===== config.mk =====
export PLATFORM = sky130hd
export DESIGN_NAME = gcd_fsmd
export DESIGN_NICKNAME = d
export VERILOG_FILES = /design/src/rtl/gcd_fsmd.sv
export SDC_FILE = /design/constraint.sdc
export NUM_CORES = 1
export LEC_CHECK = 0
export ABC_CLOCK_PERIOD_IN_PS = 2800
export BUFFER_PORTS_ARGS = -buffer_cell sky130_fd_sc_hd__buf_2
export CORE_AREA = 2 2 63 65
export CTS_CLUSTER_SIZE = 16
export DETAILED_ROUTE_END_ITERATION = 10
export DIE_AREA = 0 0 65 67
export PLACE_DENSITY = 0.82
export REMOVE_ABC_BUFFERS = 1
export SYNTH_ARGS = -nofsm -noshare
export SYNTH_HDL_FRONTEND = slang
export SYNTH_SLANG_ARGS = --single-unit

===== constraint.sdc =====
create_clock -name clk -period 2.8 [get_ports clk]
set_input_delay 0.42 -clock clk [delete_from_list [all_inputs] [get_ports clk]]
set_output_delay 0.42 -clock clk [all_outputs]
set_load 0.02 [all_outputs]

===== src/rtl/gcd_fsmd.sv =====
module gcd_fsmd #(
  parameter int W = 8
) (
  input  logic         clk,
  input  logic         rst,
  input  logic         start,
  input  logic [W-1:0] a_in,
  input  logic [W-1:0] b_in,
  output logic [W-1:0] result,
  output logic         done
);

  typedef enum logic [2:0] {
    S_IDLE, S_LOAD, S_CMP, S_SUBA, S_SUBB, S_OUT
  } state_t;

  state_t st, st_nx;

  logic [W-1:0] a_q, b_q, d_q;
  logic         done_q;

  logic sel_a, sel_b, ld_a, ld_b, ld_d;
  logic ne_f, lt_f;

  assign ne_f = (a_q != b_q);
  assign lt_f = (a_q < b_q);

  always_comb begin
    st_nx = st;
    sel_a = 1'b0;
    sel_b = 1'b0;
    ld_a  = 1'b0;
    ld_b  = 1'b0;
    ld_d  = 1'b0;
    case (st)
      S_IDLE: if (start) st_nx = S_LOAD;
      S_LOAD: begin
        ld_a  = 1'b1;
        ld_b  = 1'b1;
        st_nx = S_CMP;
      end
      S_CMP: begin
        if (!ne_f)     st_nx = S_OUT;
        else if (lt_f) st_nx = S_SUBB;
        else           st_nx = S_SUBA;
      end
      S_SUBA: begin
        sel_a = 1'b1;
        ld_a  = 1'b1;
        st_nx = S_CMP;
      end
      S_SUBB: begin
        sel_b = 1'b1;
        ld_b  = 1'b1;
        st_nx = S_CMP;
      end
      S_OUT: begin
        ld_d  = 1'b1;
        st_nx = S_IDLE;
      end
      default: st_nx = S_IDLE;
    endcase
  end

  always_ff @(posedge clk) begin
    if (rst) begin
      st     <= S_IDLE;
      a_q    <= '0;
      b_q    <= '0;
      d_q    <= '0;
      done_q <= 1'b0;
    end else begin
      st     <= st_nx;
      if (ld_a) a_q <= sel_a ? (a_q - b_q) : a_in;
      if (ld_b) b_q <= sel_b ? (b_q - a_q) : b_in;
      if (ld_d) d_q <= a_q;
      done_q <= ld_d;
    end
  end

  assign result = d_q;
  assign done   = done_q;

  p_idle_wait_r2: assert property (@(posedge clk) disable iff (rst)
    (st == S_IDLE && !start) |=> (st == S_IDLE));

  p_load_both_r3: assert property (@(posedge clk) disable iff (rst)
    (st == S_LOAD) |=> (a_q == $past(a_in) && b_q == $past(b_in)));

  p_sub_larger_r4: assert property (@(posedge clk) disable iff (rst)
    ((st == S_SUBA) |-> (a_q > b_q)) and ((st == S_SUBB) |-> (b_q > a_q)));

  p_equal_out_r5: assert property (@(posedge clk) disable iff (rst)
    (st == S_OUT) |=> (result == $past(a_q) && result == $past(b_q)));

  p_done_pulse_r6: assert property (@(posedge clk) disable iff (rst)
    done |=> !done);

  p_result_hold_r7: assert property (@(posedge clk) disable iff (rst)
    !done |-> $stable(result));

  p_busy_ignore_r8: assert property (@(posedge clk) disable iff (rst)
    (st != S_IDLE) |=> (st != S_LOAD));

endmodule


## Word-level counts from Yosys, hierarchy flattened

Index checks and enable logic that the tools add are counted.

| word-level totals | value |
|---|---|
| flip-flop bits (word level) | 28 |
| input port bits | 19 |
| output and inout port bits | 9 |
| logic and storage cells | 30 |

| operators by class | value |
|---|---|
| $add $sub $neg | 2 |
| $lt $le $gt $ge | 1 |
| eq/ne operators | 7 |
| mux-type cells | 11 |
| reductions and logical operators | 4 |

Operators by type and width:

| kind | count |
|---|---|
| $mux W8 | 2 |
| $sub A8 B8 Y8 | 2 |
| $mux W3 | 3 |
| $pmux W3 S3 | 1 |
| $lt A8 B8 Y1 | 1 |
| $ne A8 B8 Y1 | 1 |
| $eq A3 B2 Y1 const B | 2 |
| $eq A3 B3 Y1 const B | 2 |
| $mux W1 | 5 |
| $reduce_or A2 Y1 | 2 |
| $eq A3 B1 Y1 const B | 1 |
| $logic_not A3 Y1 | 1 |
| $reduce_or A3 Y1 | 1 |
| $ne A2 B2 Y1 const B | 1 |

## Longest topological paths before layout

Gate-level depths: netlist of run 1.

| depth | value |
|---|---|
| depth after elaboration | 4 |
| gate-level depth with buffers | 8 |

## Least setup slack after synthesis of run 1

No wires, ideal clock.

| timing path | value |
|---|---|
| kind | reg-to-reg |
| start | register a_q[1] |
| end | register b_q[7] |
| arrival | 1,959 ps |
| slack | 737 ps |
| stages on the path, launching flop included | 8 |
| buffers on the path | 0 |
| period minus slack after synthesis | 2,063 ps |
| cells stage by stage | dfxtp_1 -> inv_1 -> ha_1 -> nor2b_1 -> o31a_2 -> o32ai_1 -> xor2_1 -> a2111oi_2 |

| between the ends | value |
|---|---|
| cells in the longest elaborated chain, start to end | 2 |

Ends and longest elaborated chain:

| what | line | text |
|---|---|---|
| start, declared | 19 | `logic [W-1:0] a_q, b_q, d_q;` |
| start signal, assigned | 74 | `if (ld_a) a_q <= sel_a ? (a_q - b_q) : a_in;` |
| $sub A8 B8 Y8 | 75 | `if (ld_b) b_q <= sel_b ? (b_q - a_q) : b_in;` |
| $mux W8 | 75 |  |
| end signal, assigned | 75 |  |
| end, declared | 19 |  |

Every way passes these cells.
A chain may end at the register's enable or synchronous reset.

## Worst setup path after layout of run 1

Ends and elaborated chain as after synthesis.

==> results of run 1 <==
## worst max-delay path, stage by stage, from the launching register on
cell and delay [ns]:
dfxtp_1 0.42, inv_1 0.12, ha_1 0.33, nor2b_1 0.15, o31a_2 0.32, o32ai_1 0.32
xor2_1 0.12, a2111oi_2 0.37
## stage by stage
| step | worst slack, ns | area, um2 | utilization, % | total power (uW) |
|---|---|---|---|---|
| 2_1_floorplan | 0.737 | 1900 | - | 1790 |
| 3_3_place_gp | 0.674 | 2110 | 58.5 | 2060 |
| 3_5_place_dp | 0.583 | 2110 | 58.5 | 2100 |
| 4_1_cts | 0.557 | 2160 | 60.0 | 2370 |
| 5_1_grt | 0.397 | 2160 | 60.0 | 2580 |
| 6_report | 0.555 | 2160 | 60.0 | 2380 |
## routing by layer
layer / vias to the layer above / track usage [%]
li1: 911 / -
met1: 783 / 26.1
met2: 63 / 39.3
met3: 6 / 3.89
met4: 0 / 4.26
met5: - / 0
## sequential cells by signal (all words and copies together), names as in the netlist
name / flops
done: 1
st: 3
b_q: 8
result: 8
a_q: 8
## placed cells by master, fill, tap and decap left out, types with 2 or more instances in the layout
| cell type | count |
|---|---|
| nor2_1 | 36 |
| dfxtp_1 | 28 |
| buf_2 | 27 |
| inv_1 | 21 |
| a21oi_1 | 21 |
| ha_1 | 15 |
| nand2_1 | 7 |
| o21ai_0 | 7 |
| o21a_1 | 7 |
| nor2b_1 | 6 |
| a211oi_1 | 6 |
| o22ai_1 | 6 |
| mux2i_1 | 6 |
| nor3_1 | 5 |
| nor3b_1 | 5 |
| a31oi_1 | 4 |
| a211oi_2 | 4 |
| clkbuf_8 | 4 |
| nand2b_1 | 3 |
| o31a_1 | 3 |
| or2_2 | 3 |
| xnor2_1 | 3 |
| or3_1 | 3 |
| a21o_1 | 2 |
| nand3_1 | 2 |
| a211o_1 | 2 |
| o21ai_1 | 2 |
| nand4_1 | 2 |
| o2111ai_1 | 2 |
| and3_1 | 2 |
| fa_1 | 2 |
| buf_4 | 2 |
## path summary, 6_finish.rpt
path          endpoint  cells past startpoint      start  slack, ns
max reg2reg     b_q[7]                      7     a_q[1]       0.55
min              st[0]                      3      start       0.41
max             b_q[7]                      7     a_q[1]       0.55
min reg2reg  result[4]                      2  result[4]       0.49
## power breakdown
group	switching [uW]	internal (uW)
Clock	132	126
Sequential	126	486
Combinational	842	665
## cell type report
type,instances,share of cell area (%)
repair buffers,29,6.94
clock buffers,4,2.54
flip-flops and latches,28,25.9
inverters,21,3.64
well taps,48,2.78
multi-input cells,182,58.2
## cells by family after synthesis
group                    count (synthesis)  share of synthesized area [%]
AO/OA/AOI/OAI                           78                           27.9
AND/OR/NAND/NOR                         77                           19.1
buffers and inverters                   38                           8.61
flip-flops                              28                           28.2
adder cells (fa/ha/maj)                 17                           11.4
multiplexers                             6                           3.02
XOR/XNOR                                 4                           1.76
==> impl_metrics.toml, run 1 <==
[run_status]
outcome = "complete, no violations"

[clock_network]
clkTransAtPathRegs_ns = 0.10
cts_inserted_buffers = 3
htreeDepth = 1
clock_latency_ns = 0.28
cts_tree = "built"
cts_sinks = 28
cts_hold_buf = 0
cts_resized = 0
clockRootBuffer = "clkbuf_8"
cts_setup_buffers = 0
cts_buffer_depth = 2

[timing]
drv_slew = 0
max_slew_margin_pct = 37.5
hold_viol_final = 0
fin_crit_sh_pct = 80.2
tns_ns = 0
tightest_slew_ns = 0.936
fmax_mhz = 445
fin_crit_ns = 2.25
rsz0062_at_grt = "false"
fin_hold_ws_ns = 0.407
setup_violations = 0
clock_skew_ns = 0.00670

[cells_and_area]
nets = 301
final_cells = 312
area_growth_syn_to_layout_pct = 8.67
drive_gt1_share_pct = 16.7
fillCellCount = 328
diodes = 0
regArea_um2 = 561
multiInputGateArea_mm2 = 0.00126

[worst_setup_path]
critical_path_required_ns = 2.98
end_kind = "flip-flop"
crit_arrival_ns = 2.43
cp_max_fo = 4
startpoint_type = "flip-flop"
path_class = "reg2reg"

[pwr]
ir_worst_vdd_uv = 557
powerDensity_mw_per_mm2 = 1100
leakage_uw = 0.000884

[floorplan]
die_area_mm2 = 0.00436
core_area_mm2 = 0.00361
initial_core_util_pct = 55.2
die_x_um = 65
ios = 28
die_height_um = 67
rows = 22

[placed_design]
gp_congestion = 0.897
placedCellCount = 308
port-buffer-count = 27
place_hpwl_um = 3180

[global_routing]
grt_first_pass_wirelength_um = 7300
grt.total_usage_pct = 21.4
grt_max_degree = 30
grt_pass1_vias = 1659
grt-ovfl-total = 0
antenna_found_initial = 0

[yosys]
synth_most_common_cell = "nor2_1"
synth_top_area_cell = "dfxtp_1"
synth-main-ff-cell = "dfxtp_1"
netlist_instances = 248
async_flop_share_pct = 0
synth_edf_count = 0
synth_top_cell_area_share_pct = 28.2
yosysWarnings = 0
syn_area_per_cell_um2 = 8.03
synth.distinct_cells = 49
ys_seq_area_share_pct = 28.2
synth_common_cells = "36 x nor2_1, 28 x dfxtp_1, 21 x a21oi_1, 21 x inv_1, 15 x ha_1"
ys_seq_elements = 28
syn-cell-area_mm2 = 0.00199
ys_top_cells_by_area = "dfxtp_1 28%, ha_1 9.4%, nor2_1 6.8%"

[route]
wirelength_um = 4350
drtAntennaViolNets = 0
wl_met1_um = 1920
routed-wl-met2_um = 2120
drcViolationCount = 0
route.top_layer_used = "met4"
viasPerCell = 5.65
drt-pass1-iter-count = 4
wl_met3_um = 267
drt-initial-drc-count = 142
vias = 1763
wl_per_cell_um = 13.9

[job]
maxCapViolCount = 0

[hold_path]
hp-class = "in2reg"
Note: power is estimated with default switching activity, not from simulation.
==> run 2: changes to the inputs <==
--- a/config.mk
+++ b/config.mk
@@ -5,7 +5,7 @@
 export SDC_FILE = /design/constraint.sdc
 export NUM_CORES = 1
 export LEC_CHECK = 0
-export ABC_CLOCK_PERIOD_IN_PS = 2800
+export ABC_CLOCK_PERIOD_IN_PS = 2110
 export BUFFER_PORTS_ARGS = -buffer_cell sky130_fd_sc_hd__buf_2
 export CORE_AREA = 2 2 63 65
 export CTS_CLUSTER_SIZE = 16
==> constraint.sdc (replaced) <==
create_clock -name clk -period 2.11 [get_ports clk]
set_input_delay 0.3165 -clock clk [delete_from_list [all_inputs] [get_ports clk]]
set_output_delay 0.3165 -clock clk [all_outputs]
set_load 0.02 [all_outputs]
==> impl_metrics.toml, run 2 (synthesis gave the netlist of run 1 again) <==
[pwr]
design_power_total_uw = 3380
ir_worst_vdd_uv = 782
leakage_uw = 0.000925
powerDensity_mw_per_mm2 = 1500

[global_routing]
grt_pass1_vias = 1780
grt.total_usage_pct = 22.9
grt_max_degree = 30
grt_first_pass_wirelength_um = 7850
grt-ovfl-total = 0
antenna_found_initial = 0

[placed_design]
postPlaceCellArea_mm2 = 0.00217
place_hpwl_um = 3370
gp_congestion = 0.900
port-buffer-count = 27
place_ws_ns = -0.0174

[cells_and_area]
nets = 310
multiInputGateArea_mm2 = 0.00129
layout_commonest_cell = "nor2_1"
drive_gt1_share_pct = 21.3
postLayoutCellArea_mm2 = 0.00225
area_growth_syn_to_layout_pct = 13.2
layout_common_cells = "36 x nor2_1, 27 x buf_2, 26 x dfxtp_1, 21 x a21oi_1, 20 x inv_1"
regArea_um2 = 563
fillCellCount = 335
diodes = 0
postLayoutCoreUtil_pct = 62.5

[floorplan]
die_area_mm2 = 0.00436
rows = 22
die_x_um = 65
initial_core_util_pct = 55.2
core_area_mm2 = 0.00361
die_height_um = 67
ios = 28

[timing]
max_slew_margin_pct = 63.0
clock_skew_ns = 0.00218
setup_slack_ns = 0.108
tightest_slew_ns = 0.555
tns_ns = 0
fin_crit_ns = 2.00
fin_crit_sh_pct = 94.9
drv_slew = 0
fmax_mhz = 500
hold_viol_final = 0
setup_violations = 0

[hold_path]
hold_depth = 3
hp-class = "in2reg"

[clock_network]
cts_inserted_buffers = 3
clockRootBuffer = "clkbuf_8"
clock_latency_ns = 0.27
cts_tree = "built"
cts_hold_buf = 0
cts_buffer_depth = 2
htreeDepth = 1
cts_sinks = 28
clkTransAtPathRegs_ns = 0.09

[worst_setup_path]
crit_arrival_ns = 2.17
cp_slowest_cell = "o31a_2"
end_kind = "flip-flop"
worstPathCellList = "inv_2 -> ha_4 -> nor2b_1 -> o31a_2 -> o32ai_4 -> xor2_1 -> a2111oi_2"
cp_max_fo = 3
worst-r2r-cell-count = 7
path_class = "reg2reg"
worst-r2r-setup-slack_ns = 0.11
cpPeakStageDelay_ns = 0.39
critical_path_required_ns = 2.28
startpoint_type = "flip-flop"

[route]
drt-pass1-iter-count = 4
drt-initial-drc-count = 64
drtAntennaViolNets = 0
viasPerCell = 5.62
wirelength_um = 4630
drcViolationCount = 0
wl_per_cell_um = 14.5
vias = 1799

[job]
maxCapViolCount = 0

[run_status]
outcome = "complete, no violations"
## run 2: layout make-up
type,count,share of cell area (%)
sequential,28,25.0
timing repair buffer,38,9.66
multi-input combinational,182,57.4
tap,48,2.67
inverter,21,3.50
clock buffer,3,1.83
## run 2: per-layer routing
| layer | GRT usage, % | share of wire [%] | vias to the layer above |
|---|---|---|---|
| li1 | - | - | 927 |
| met1 | 27.8 | 45 | 831 |
| met2 | 42.7 | 51 | 35 |
| met3 | 3.55 | 2.9 | 6 |
| met4 | 4.52 | 1.3 | 0 |
| met5 | 0 | 0 | - |
## run 2: where the power goes
group	switching, uW	total, uW	internal (uW)	leakage (uW)
Sequential	120	768	649	0.000229
Clock	163	292	128	0.0000216
Combinational	1270	2320	1060	0.000674
Total	1550	3380	1830	0.000925
## run 2: per-stage QoR
stage | hold WS [ns] | cells
detailed placement | 0.472 | 316
finish | 0.312 | 320
global placement | 0.461 | 316
floorplan | 0.381 | 231
CTS | 0.313 | 319
global route | 0.372 | 320
## run 2: repair_timing
action / in CTS / in global routing
setup endpoints to repair: 1 / 4
setup buffers: 0 / 1
resized for setup: 1 / 6
hold endpoints to repair: 0 / 0
pin swaps: 0 / 2
## run 2: path summary, 6_finish.rpt
| kind | start | to |
|---|---|---|
| max reg2reg | a_q[1] | b_q[7] |
| min | start | st[0] |
| min reg2reg | result[4] | result[4] |
| max | a_q[1] | b_q[7] |
## run 2: critical path, delay by kind of cell, from the launching register on
| kind | cells | cell delay, ns |
|---|---|---|
| AND/OR/NAND/NOR | 1 | 0.14 |
| AO/OA/AOI/OAI | 3 | 0.98 |
| flip-flops | 1 | 0.35 |
| XOR/XNOR | 1 | 0.12 |
| adder cells (fa/ha/maj) | 1 | 0.24 |
| buffers and inverters | 1 | 0.06 |
